==> config.mk <==
export PLATFORM = sky130hd
export DESIGN_NAME = capchan_frontend
export DESIGN_NICKNAME = d
export VERILOG_FILES = /design/src/rtl/capfe_pkg.sv /design/src/rtl/capfe_sync.sv /design/src/rtl/capfe_cfg.sv /design/src/rtl/capfe_sel.sv /design/src/rtl/capfe_psc.sv /design/src/rtl/capchan_frontend.sv
export SDC_FILE = /design/constraint.sdc
export NUM_CORES = 1
export LEC_CHECK = 0
export BUFFER_PORTS_ARGS = -buffer_cell sky130_fd_sc_hd__buf_2
export CORE_MARGIN = 3
export CORE_UTILIZATION = 35
export DETAILED_ROUTE_END_ITERATION = 8
export GPL_TIMING_DRIVEN = 0
export PLACE_DENSITY = 0.82
export REMOVE_ABC_BUFFERS = 1
export SKIP_CTS_REPAIR_TIMING = 1
export SYNTH_ARGS = -nofsm -noshare
export SYNTH_HDL_FRONTEND = slang
export SYNTH_SLANG_ARGS = --single-unit
export TNS_END_PERCENT = 20
==> constraint.sdc <==
create_clock -name clk -period 1.6 [get_ports clk]
set_input_delay 0 -clock clk [delete_from_list [all_inputs] [get_ports clk]]
set_output_delay 0 -clock clk [all_outputs]
set_load 0.1 [all_outputs]
==> src/rtl/capfe_pkg.sv <==
package capfe_pkg;
   localparam int REG_W    = 32;
   localparam int SRC_POS  = 31;
   localparam int PSC_W    = 2;
   localparam int PSC_LSB  = 18;
   localparam int MODE_W   = 2;
   localparam int MODE_LSB = 16;

   typedef enum logic [MODE_W-1:0] {
      CH_OUT      = 2'b00,
      CH_IN_OWN   = 2'b01,
      CH_IN_NEIGH = 2'b10,
      CH_IN_TRIG  = 2'b11
   } ch_mode_e;
endpackage

==> src/rtl/capfe_sync.sv <==
module capfe_sync #(
   parameter int W      = 1,
   parameter int STAGES = 2
) (
   input  logic         clk,
   input  logic         rst_n,
   input  logic [W-1:0] d,
   output logic [W-1:0] q
);
   logic [W-1:0] st [STAGES];

   always_ff @(posedge clk or negedge rst_n) begin
      if (!rst_n) begin
         for (int i = 0; i < STAGES; i++) st[i] <= '0;
      end else begin
         st[0] <= d;
         for (int i = 1; i < STAGES; i++) st[i] <= st[i-1];
      end
   end

   assign q = st[STAGES-1];
endmodule

==> src/rtl/capfe_cfg.sv <==
module capfe_cfg
   import capfe_pkg::*;
(
   input  logic             clk,
   input  logic             rst_n,
   input  logic             we,
   input  logic [REG_W-1:0] wdata,
   input  logic             chan_en,
   output logic             src_xor,
   output logic [PSC_W-1:0] psc,
   output ch_mode_e         mode,
   output logic [REG_W-1:0] rdata
);
   logic unused_wbits;
   assign unused_wbits = ^{wdata[SRC_POS-1:PSC_LSB+PSC_W], wdata[MODE_LSB-1:0]};

   always_ff @(posedge clk or negedge rst_n) begin
      if (!rst_n) begin
         src_xor <= 1'b0;
         psc     <= '0;
         mode    <= CH_OUT;
      end else if (we) begin
         src_xor <= wdata[SRC_POS];
         psc     <= wdata[PSC_LSB +: PSC_W];
         if (!chan_en) mode <= ch_mode_e'(wdata[MODE_LSB +: MODE_W]);
      end
   end

   always_comb begin
      rdata                      = '0;
      rdata[SRC_POS]             = src_xor;
      rdata[PSC_LSB +: PSC_W]    = psc;
      rdata[MODE_LSB +: MODE_W]  = mode;
   end
endmodule

==> src/rtl/capfe_sel.sv <==
module capfe_sel
   import capfe_pkg::*;
#(
   parameter int NUM_PINS = 3
) (
   input  logic [NUM_PINS-1:0] pins,
   input  logic                trig,
   input  logic                src_xor,
   input  ch_mode_e            mode,
   output logic                sel
);
   logic own_in;

   assign own_in = src_xor ? (^pins) : pins[0];

   always_comb begin
      unique case (mode)
         CH_IN_OWN:   sel = own_in;
         CH_IN_NEIGH: sel = pins[1];
         CH_IN_TRIG:  sel = trig;
         default:     sel = 1'b0;
      endcase
   end
endmodule

==> src/rtl/capfe_psc.sv <==
module capfe_psc #(
   parameter int PSC_W = 2
) (
   input  logic             clk,
   input  logic             rst_n,
   input  logic             sel,
   input  logic             clr,
   input  logic             active,
   input  logic [PSC_W-1:0] psc,
   output logic             stb
);
   localparam int CODES = 1 << PSC_W;
   localparam int CNT_W = (CODES > 1) ? CODES - 1 : 1;

   logic             prev;
   logic             rise;
   logic [CNT_W-1:0] cnt;
   logic [CNT_W-1:0] limit;
   logic             at_limit;

   always_comb begin
      limit = '0;
      for (int i = 0; i < CODES; i++)
         if (psc == PSC_W'(i)) limit = CNT_W'((1 << i) - 1);
   end

   assign rise     = sel & ~prev;
   assign at_limit = (cnt >= limit);

   always_ff @(posedge clk or negedge rst_n) begin
      if (!rst_n) begin
         prev <= 1'b0;
         cnt  <= '0;
         stb  <= 1'b0;
      end else begin
         prev <= sel;
         stb  <= ~clr & active & rise & at_limit;
         if (clr)                 cnt <= '0;
         else if (active && rise) cnt <= at_limit ? '0 : cnt + 1'b1;
      end
   end
endmodule

==> src/rtl/capchan_frontend.sv <==
module capchan_frontend
   import capfe_pkg::*;
#(
   parameter int NUM_PINS    = 3,
   parameter int SYNC_STAGES = 2,
   parameter bit PIN_SYNC    = 1'b1
) (
   input  logic                clk,
   input  logic                rst_n,
   input  logic [NUM_PINS-1:0] pin_i,
   input  logic                trig_edge_i,
   input  logic                chan_en_i,
   input  logic                cfg_we_i,
   input  logic [REG_W-1:0]    cfg_wdata_i,
   output logic [REG_W-1:0]    cfg_rdata_o,
   output logic                cap_stb_o,
   output logic [MODE_W-1:0]   ch_mode_o
);
   if (NUM_PINS < 2) begin : g_bad_pins
      $error("capchan_frontend: NUM_PINS must be at least 2");
   end
   if (PIN_SYNC && SYNC_STAGES < 2) begin : g_bad_sync
      $error("capchan_frontend: SYNC_STAGES must be at least 2");
   end

   logic [NUM_PINS-1:0] pins_s;
   logic                src_xor;
   logic [PSC_W-1:0]    psc;
   ch_mode_e            mode;
   logic                sel;
   logic                active;

   if (PIN_SYNC) begin : g_sync
      capfe_sync #(.W(NUM_PINS), .STAGES(SYNC_STAGES)) u_sync (
         .clk   (clk),
         .rst_n (rst_n),
         .d     (pin_i),
         .q     (pins_s)
      );
   end else begin : g_nosync
      assign pins_s = pin_i;
   end

   capfe_cfg u_cfg (
      .clk     (clk),
      .rst_n   (rst_n),
      .we      (cfg_we_i),
      .wdata   (cfg_wdata_i),
      .chan_en (chan_en_i),
      .src_xor (src_xor),
      .psc     (psc),
      .mode    (mode),
      .rdata   (cfg_rdata_o)
   );

   capfe_sel #(.NUM_PINS(NUM_PINS)) u_sel (
      .pins    (pins_s),
      .trig    (trig_edge_i),
      .src_xor (src_xor),
      .mode    (mode),
      .sel     (sel)
   );

   assign active = chan_en_i & (mode != CH_OUT);

   capfe_psc #(.PSC_W(PSC_W)) u_psc (
      .clk    (clk),
      .rst_n  (rst_n),
      .sel    (sel),
      .clr    (~chan_en_i),
      .active (active),
      .psc    (psc),
      .stb    (cap_stb_o)
   );

   assign ch_mode_o = mode;
endmodule

# Yosys cells after proc, flatten, opt, wreduce, memory -nomap -nowiden
# Index checks and enable logic that the tools add are counted.
# op_classes
n_addsub	1
n_lt_le_gt_ge	1
eq_ne	7
mux	8
bitwise_logic	7
n_reduce_logical	4
# op_table
op	count
$mux W3	5
$eq A2 B2 Y1 const B	4
$and A1 B1 Y1	5
$eq A2 B1 Y1 const B	2
$add A3 B1 Y3 const B	1
$ge A3 B3 Y1	1
$pmux W1 S3	1
$reduce_xor A3 Y1	1
$mux W1	2
$ne A2 B1 Y1 const B	1
$not A1 Y1	2
$reduce_and A2 Y1	1
$reduce_bool A2 Y1	1
$logic_and A1 B1 Y1	1
# totals
reg_bits	16
in_bits	40
output_inout_bits	35

# Longest topological paths before layout
# logic_depth
depth_word	8
mapped_depth	7
depth_no_buf	7

# Hierarchy
# A second synthesis with hierarchy kept.
# hier_totals
cells_unflattened	93
hier_area_um2	997.2
# modules_own_cells
module	instances	cells_per_inst	area_per_inst_um2	seq_area_each_um2
capfe_cfg	1	44	446.7	125.1
capfe_psc	1	30	302.8	125.1
capfe_sync	1	9	172.7	150.1
capfe_sel	1	8	63.8	0.0
capchan_frontend	1	2	11.3	0.0

# Least setup slack after synthesis
# OpenSTA, ideal clock, no wires.
# synth_path
path_kind	register to register
startpoint	reg u_cfg.psc[1]
endpoint	reg u_psc.stb
arrival_time_ns	2.112
path_slack_ns	-0.631
stages_incl_launch_ff	7
path_buffers	0
synth_period_minus_slack_ns	2.231
path_cell_list	dfrtp_1 > or2_2 > ha_1 > nand2b_1 > a21o_1 > a21oi_4 > and3b_1
# synth_via
elab_chain_len	6
word_cells_on_any_way	8
classes_between	1 x order compare; 3 x eq/ne; 3 x mux; 1 x bitwise
# synth_lines
element	line_no	rtl
start, declared	capfe_cfg.sv:10	output logic [PSC_W-1:0] psc,
start signal, assigned	capfe_cfg.sv:24	psc <= wdata[PSC_LSB +: PSC_W];
$eq A2 B1 Y1	capfe_psc.sv:24	if (psc == PSC_W'(i)) limit = CNT_W'((1 << i) - 1);
$mux W1	capfe_psc.sv:24	
$mux W3	capfe_psc.sv:24	
$mux W3 *	capfe_psc.sv:24	
$ge A3 B3 Y1 *	capfe_psc.sv:28	assign at_limit = (cnt >= limit);
$and A1 B1 Y1 *	capfe_psc.sv:37	stb <= ~clr & active & rise & at_limit;
end signal, assigned	capfe_psc.sv:37	
end, declared	capfe_psc.sv:10	output logic stb
# Every way passes the cells marked *; elsewhere a longest branch is shown, timed or not.
# A chain may end at the register's enable or synchronous reset.

# Worst setup path after layout
# layout_path
startpoint	reg u_cfg.psc[0]
endpoint	reg u_psc.cnt[1]
# layout_via
elab_chain_len	8
word_cells_on_any_way	10
classes_between	1 x order compare; 3 x eq/ne; 6 x mux
# layout_lines
element	line_no	rtl
$eq A2 B1 Y1	capfe_psc.sv:24	
$mux W1	capfe_psc.sv:24	
$mux W3	capfe_psc.sv:24	
$mux W3 *	capfe_psc.sv:24	
$ge A3 B3 Y1 *	capfe_psc.sv:28	
$mux W3 * (2 in series)	capfe_psc.sv:39	else if (active && rise) cnt <= at_limit ? '0 : cnt + 1'b1;
$mux W3 *	capfe_psc.sv:38	if (clr) cnt <= '0;
end signal, assigned	capfe_psc.sv:39	
end, declared	capfe_psc.sv:17	logic [CNT_W-1:0] cnt;
# Every way passes the cells marked *; elsewhere a longest branch is shown, timed or not. The select of a mux whose other input is x is not followed.

==> metrics.txt <==
# TYPE chip_impl_metric gauge
chip_impl_metric{name="p_sw_frac",unit=""} 0.501
chip_impl_metric{name="dp_hpwl",unit="µm"} 1210
chip_impl_metric{name="number_of_clock_buffers_inserted_by_tritoncts",unit=""} 3
chip_impl_metric{name="total_switching_power",unit="mW"} 0.721
chip_impl_info{name="setup.worst_path.start_class",value="flip-flop"} 1
chip_impl_metric{name="max_root_sink_buffers",unit=""} 2
chip_impl_metric{name="num_rows",unit=""} 18
chip_impl_info{name="clock-root-buffer",value="clkbuf_4"} 1
chip_impl_metric{name="final.min_clock_period",unit="ns"} 1.67
chip_impl_metric{name="total_leakage_power",unit="nW"} 0.588
chip_impl_metric{name="boundaryPins",unit=""} 75
chip_impl_metric{name="design.core.area",unit="µm²"} 2520
chip_impl_metric{name="die_y",unit="µm"} 58.0
chip_impl_metric{name="route.final.wire_length",unit="µm"} 1680
chip_impl_info{name="layout_common_cells",value="conb_1, buf_2, dfrtp_1"} 1
chip_impl_metric{name="via_per_inst",unit=""} 4.20
chip_impl_metric{name="initial_cell_density_of_the_core",unit=""} 0.375
chip_impl_metric{name="layout-area-overhead-vs-synth",unit="%"} 19.4
chip_impl_metric{name="power_report.internal_total",unit="mW"} 0.718
chip_impl_metric{name="grt_antenna_before_repair",unit=""} 0
chip_impl_metric{name="drc_errors_left",unit=""} 0
chip_impl_metric{name="max_freq",unit="GHz"} 0.599
chip_impl_info{name="hold_class",value="in2reg"} 1
chip_impl_info{name="setup.worst_path.end_class",value="flip-flop"} 1
chip_impl_metric{name="vdd_ir_drop_max",unit="mV"} 0.714
chip_impl_metric{name="route.antenna.remaining_nets",unit=""} 0
chip_impl_info{name="clock_tree_from_tritoncts",value="built"} 1
chip_impl_metric{name="drive_gt1_frac",unit=""} 0.328
chip_impl_metric{name="layoutNonFillerInstCount",unit=""} 149
chip_impl_metric{name="critical_path_arrival",unit="ns"} 1.89
chip_impl_metric{name="drt_first_iter_violations",unit=""} 2
chip_impl_metric{name="width_of_the_die",unit="µm"} 58.0
chip_impl_metric{name="max_stage_delay",unit="ns"} 0.42
chip_impl_metric{name="finClkSkew",unit="ns"} 0.00584
chip_impl_info{name="primary_flip_flop_cell_chosen_by_synthesis_mapping",value="dfrtp_1"} 1
chip_impl_metric{name="detail_route.first_pass.iterations",unit=""} 3
chip_impl_metric{name="grt_pass1_wl",unit="µm"} 2420
chip_impl_info{name="outcome",value="finished with violations"} 1
chip_impl_metric{name="netlist.area_leader.share",unit=""} 0.423
chip_impl_info{name="worstReg2RegStart",value="u_cfg.psc[0]$_DFFE_PN0P_"} 1
chip_impl_metric{name="syn-cell-area",unit="µm²"} 946
chip_impl_info{name="endpoint_of_the_worst_slack_reg_to_reg_timing_path",value="u_psc.cnt[1]$_DFFE_PN0P_"} 1
chip_impl_info{name="cp_slowest_cell",value="dfrtp_1"} 1
chip_impl_info{name="hold_path_end",value="u_psc.cnt[1]$_DFFE_PN0P_"} 1
chip_impl_metric{name="finalSetupViolCount",unit=""} 4
chip_impl_metric{name="first_global_vias",unit=""} 501
chip_impl_metric{name="num_antenna_cells",unit=""} 0
chip_impl_metric{name="dr_total_vias",unit=""} 626
chip_impl_metric{name="synthCells",unit=""} 87
chip_impl_metric{name="crit_required",unit="ns"} 1.82
chip_impl_info{name="synth_area_leader_cell",value="dfrtp_1"} 1
chip_impl_metric{name="gpl.final_weighted_congestion",unit=""} 0.699
chip_impl_metric{name="postSynthAreaPerCell",unit="µm²"} 10.9
chip_impl_metric{name="grt_max_degree",unit=""} 17
chip_impl_metric{name="maxSlewViolCount",unit=""} 0
chip_impl_metric{name="avgRoutedWirePerCell",unit="µm"} 11.3
chip_impl_metric{name="number_of_cells_on_the_worst_hold_path",unit=""} 3
chip_impl_metric{name="p_per_area",unit="nW/µm²"} 1270
chip_impl_metric{name="power.sequential.fraction",unit=""} 0.328
chip_impl_metric{name="reg_to_reg_slack_setup",unit="ns"} -0.07
chip_impl_info{name="hold_start",value="chan_en_i"} 1
chip_impl_metric{name="yosys_warnings",unit=""} 0
chip_impl_metric{name="finalHoldWorstSlack",unit="ns"} 0.0108
chip_impl_metric{name="clkTransAtPathRegs",unit="ns"} 0.10
chip_impl_metric{name="sequential_area_share_after_synthesis",unit=""} 0.423
chip_impl_metric{name="post-route-worst-setup-slack",unit="ns"} -0.0689
chip_impl_metric{name="pwr-share-comb",unit=""} 0.484
chip_impl_metric{name="placed_cells_incl_taps",unit=""} 133
chip_impl_info{name="timing.setup.critical_path_class",value="reg2reg"} 1
chip_impl_metric{name="yosys.cell_types.count",unit=""} 25
chip_impl_info{name="critical_path.cell_chain",value="or2_4 -> ha_4 -> nand2b_4 -> a21o_1 -> a21oi_4 -> nand4_1 -> o21ai_1"} 1
chip_impl_metric{name="reg2regPathDepth",unit=""} 7
chip_impl_info{name="setup_repair_after_global_routing_missed_its_margin",value="true"} 1
chip_impl_metric{name="hold_violations",unit=""} 0
chip_impl_metric{name="layout.nets",unit=""} 164
chip_impl_metric{name="synth-edff-count",unit=""} 0
chip_impl_metric{name="track_usage",unit=""} 0.0997
chip_impl_info{name="layout_commonest_cell",value="conb_1"} 1
chip_impl_metric{name="count_of_buffers_from_port_buffering",unit=""} 20
chip_impl_metric{name="period_share",unit=""} 1.04
chip_impl_metric{name="htree_levels",unit=""} 1
chip_impl_metric{name="clock_insertion_delay_worst_skew",unit="ns"} 0.29
chip_impl_info{name="yosys-top-cells-area",value="dfrtp_1, buf_4, ha_1, mux2_2, nand2_1"} 1
chip_impl_metric{name="async_reset_ff_frac",unit=""} 1.00
chip_impl_metric{name="timing.critical_path.fanout_max",unit=""} 5
chip_impl_info{name="failed_checks",value="negative setup slack"} 1
chip_impl_metric{name="synth-seq-cells",unit=""} 16
chip_impl_metric{name="globalRouteOverflowTotal",unit=""} 0
chip_impl_metric{name="fp.dieArea",unit="µm²"} 3360
chip_impl_metric{name="cts.sink_count",unit=""} 16
chip_impl_metric{name="place_ws",unit="ns"} -0.204
chip_impl_metric{name="max_cap_viol_count",unit=""} 0
chip_impl_metric{name="clock_power_share",unit=""} 0.188
## metal layers
layer  global-route usage  wire length [µm]
met5                    0                 0
met4               0.0596                44
met3               0.0223               125
met2                0.153               893
met1                0.128               615
## worst max-delay path by stage
| stage | startpoint | endpoint | slack (ns) | cells after the start |
|---|---|---|---|---|
| 2_1_floorplan | u_cfg.mode[0]$_DFFE_PN0P_ | u_psc.cnt[2]$_DFFE_PN0P_ | -1.06 | 5 |
| 3_3_place_gp | u_cfg.psc[1]$_DFFE_PN0P_ | u_psc.stb$_DFF_PN0_ | -0.17 | 6 |
| 3_5_place_dp | u_cfg.psc[1]$_DFFE_PN0P_ | u_psc.stb$_DFF_PN0_ | -0.20 | 6 |
| 4_1_cts | u_cfg.psc[1]$_DFFE_PN0P_ | u_psc.cnt[2]$_DFFE_PN0P_ | -0.23 | 7 |
| 5_1_grt | u_cfg.psc[0]$_DFFE_PN0P_ | u_psc.cnt[0]$_DFFE_PN0P_ | -0.17 | 7 |
| 6_report | u_cfg.psc[0]$_DFFE_PN0P_ | u_psc.cnt[1]$_DFFE_PN0P_ | -0.07 | 7 |
## cell usage after synthesis (2+ instances only)
cell / n
mux2_2: 4
buf_4: 30
nand2_1: 6
inv_1: 3
nand4_1: 3
dfrtp_1: 16
a21oi_2: 2
ha_1: 4
o21ai_0: 3
## state kept, by name, summed over array words and instances, names as in the netlist
signal            cells
u_psc.stb             1
g_sync.u_sync.st      3
u_psc.cnt             3
u_cfg.src_xor         1
u_cfg.mode            2
g_sync.u_sync.q       3
u_psc.prev            1
u_cfg.psc             2
## worst max-delay path: cells and delay by family, from the launching register on
| family | cells | cell delay [ns] |
|---|---|---|
| AND/OR/NAND/NOR | 3 | 0.52 |
| AO/OA/AOI/OAI | 3 | 0.45 |
| flip-flops | 1 | 0.42 |
| adder cells (fa/ha/maj) | 1 | 0.21 |
## power by group through the flow
stage / registers (mW) / clock network (mW) / logic, mW
2_1_floorplan: 0.651 / 0 / 0.389
3_3_place_gp: 0.476 / 0 / 0.627
3_5_place_dp: 0.480 / 0 / 0.639
4_1_cts: 0.472 / 0.276 / 0.641
5_1_grt: 0.479 / 0.296 / 0.728
6_report: 0.472 / 0.271 / 0.696
## stage by stage
step | setup TNS, ns | total power [mW] | utilization | instance area, µm²
final | -0.247 | 1.44 | 0.448 | 1130
after global routing | -0.644 | 1.50 | 0.448 | 1130
after CTS | -0.895 | 1.39 | 0.393 | 992
after detailed placement | -0.799 | 1.12 | 0.379 | 956
after global placement | -0.526 | 1.10 | 0.379 | 956
after floorplan | -5.32 | 1.04 | - | 818
## cells by family (layout without fill, tap and decap cells)
family                     Yosys count  after routing  share of synthesized area
adders and majority gates            4              4                     0.0529
and+or+nand+nor                     17             17                      0.114
AOI/OAI and AO/OA                    9              9                     0.0728
xor gates and xnor gates             1              1                    0.00926
DFF                                 16             16                      0.423
muxes                                6              6                     0.0741
buffers and inverters               33             39                      0.250
other                                1             27                    0.00396
## final cells by class
cell class | instances | area, µm²
Fill cell | 240 | 1390
Multi-Input combinational cell | 64 | 429
Timing Repair Buffer | 32 | 215
Tap cell | 30 | 37.5
Clock buffer | 4 | 36.3
Inverter | 3 | 11.3
Sequential cell | 16 | 400
Power figures use the tool's default switching activity.
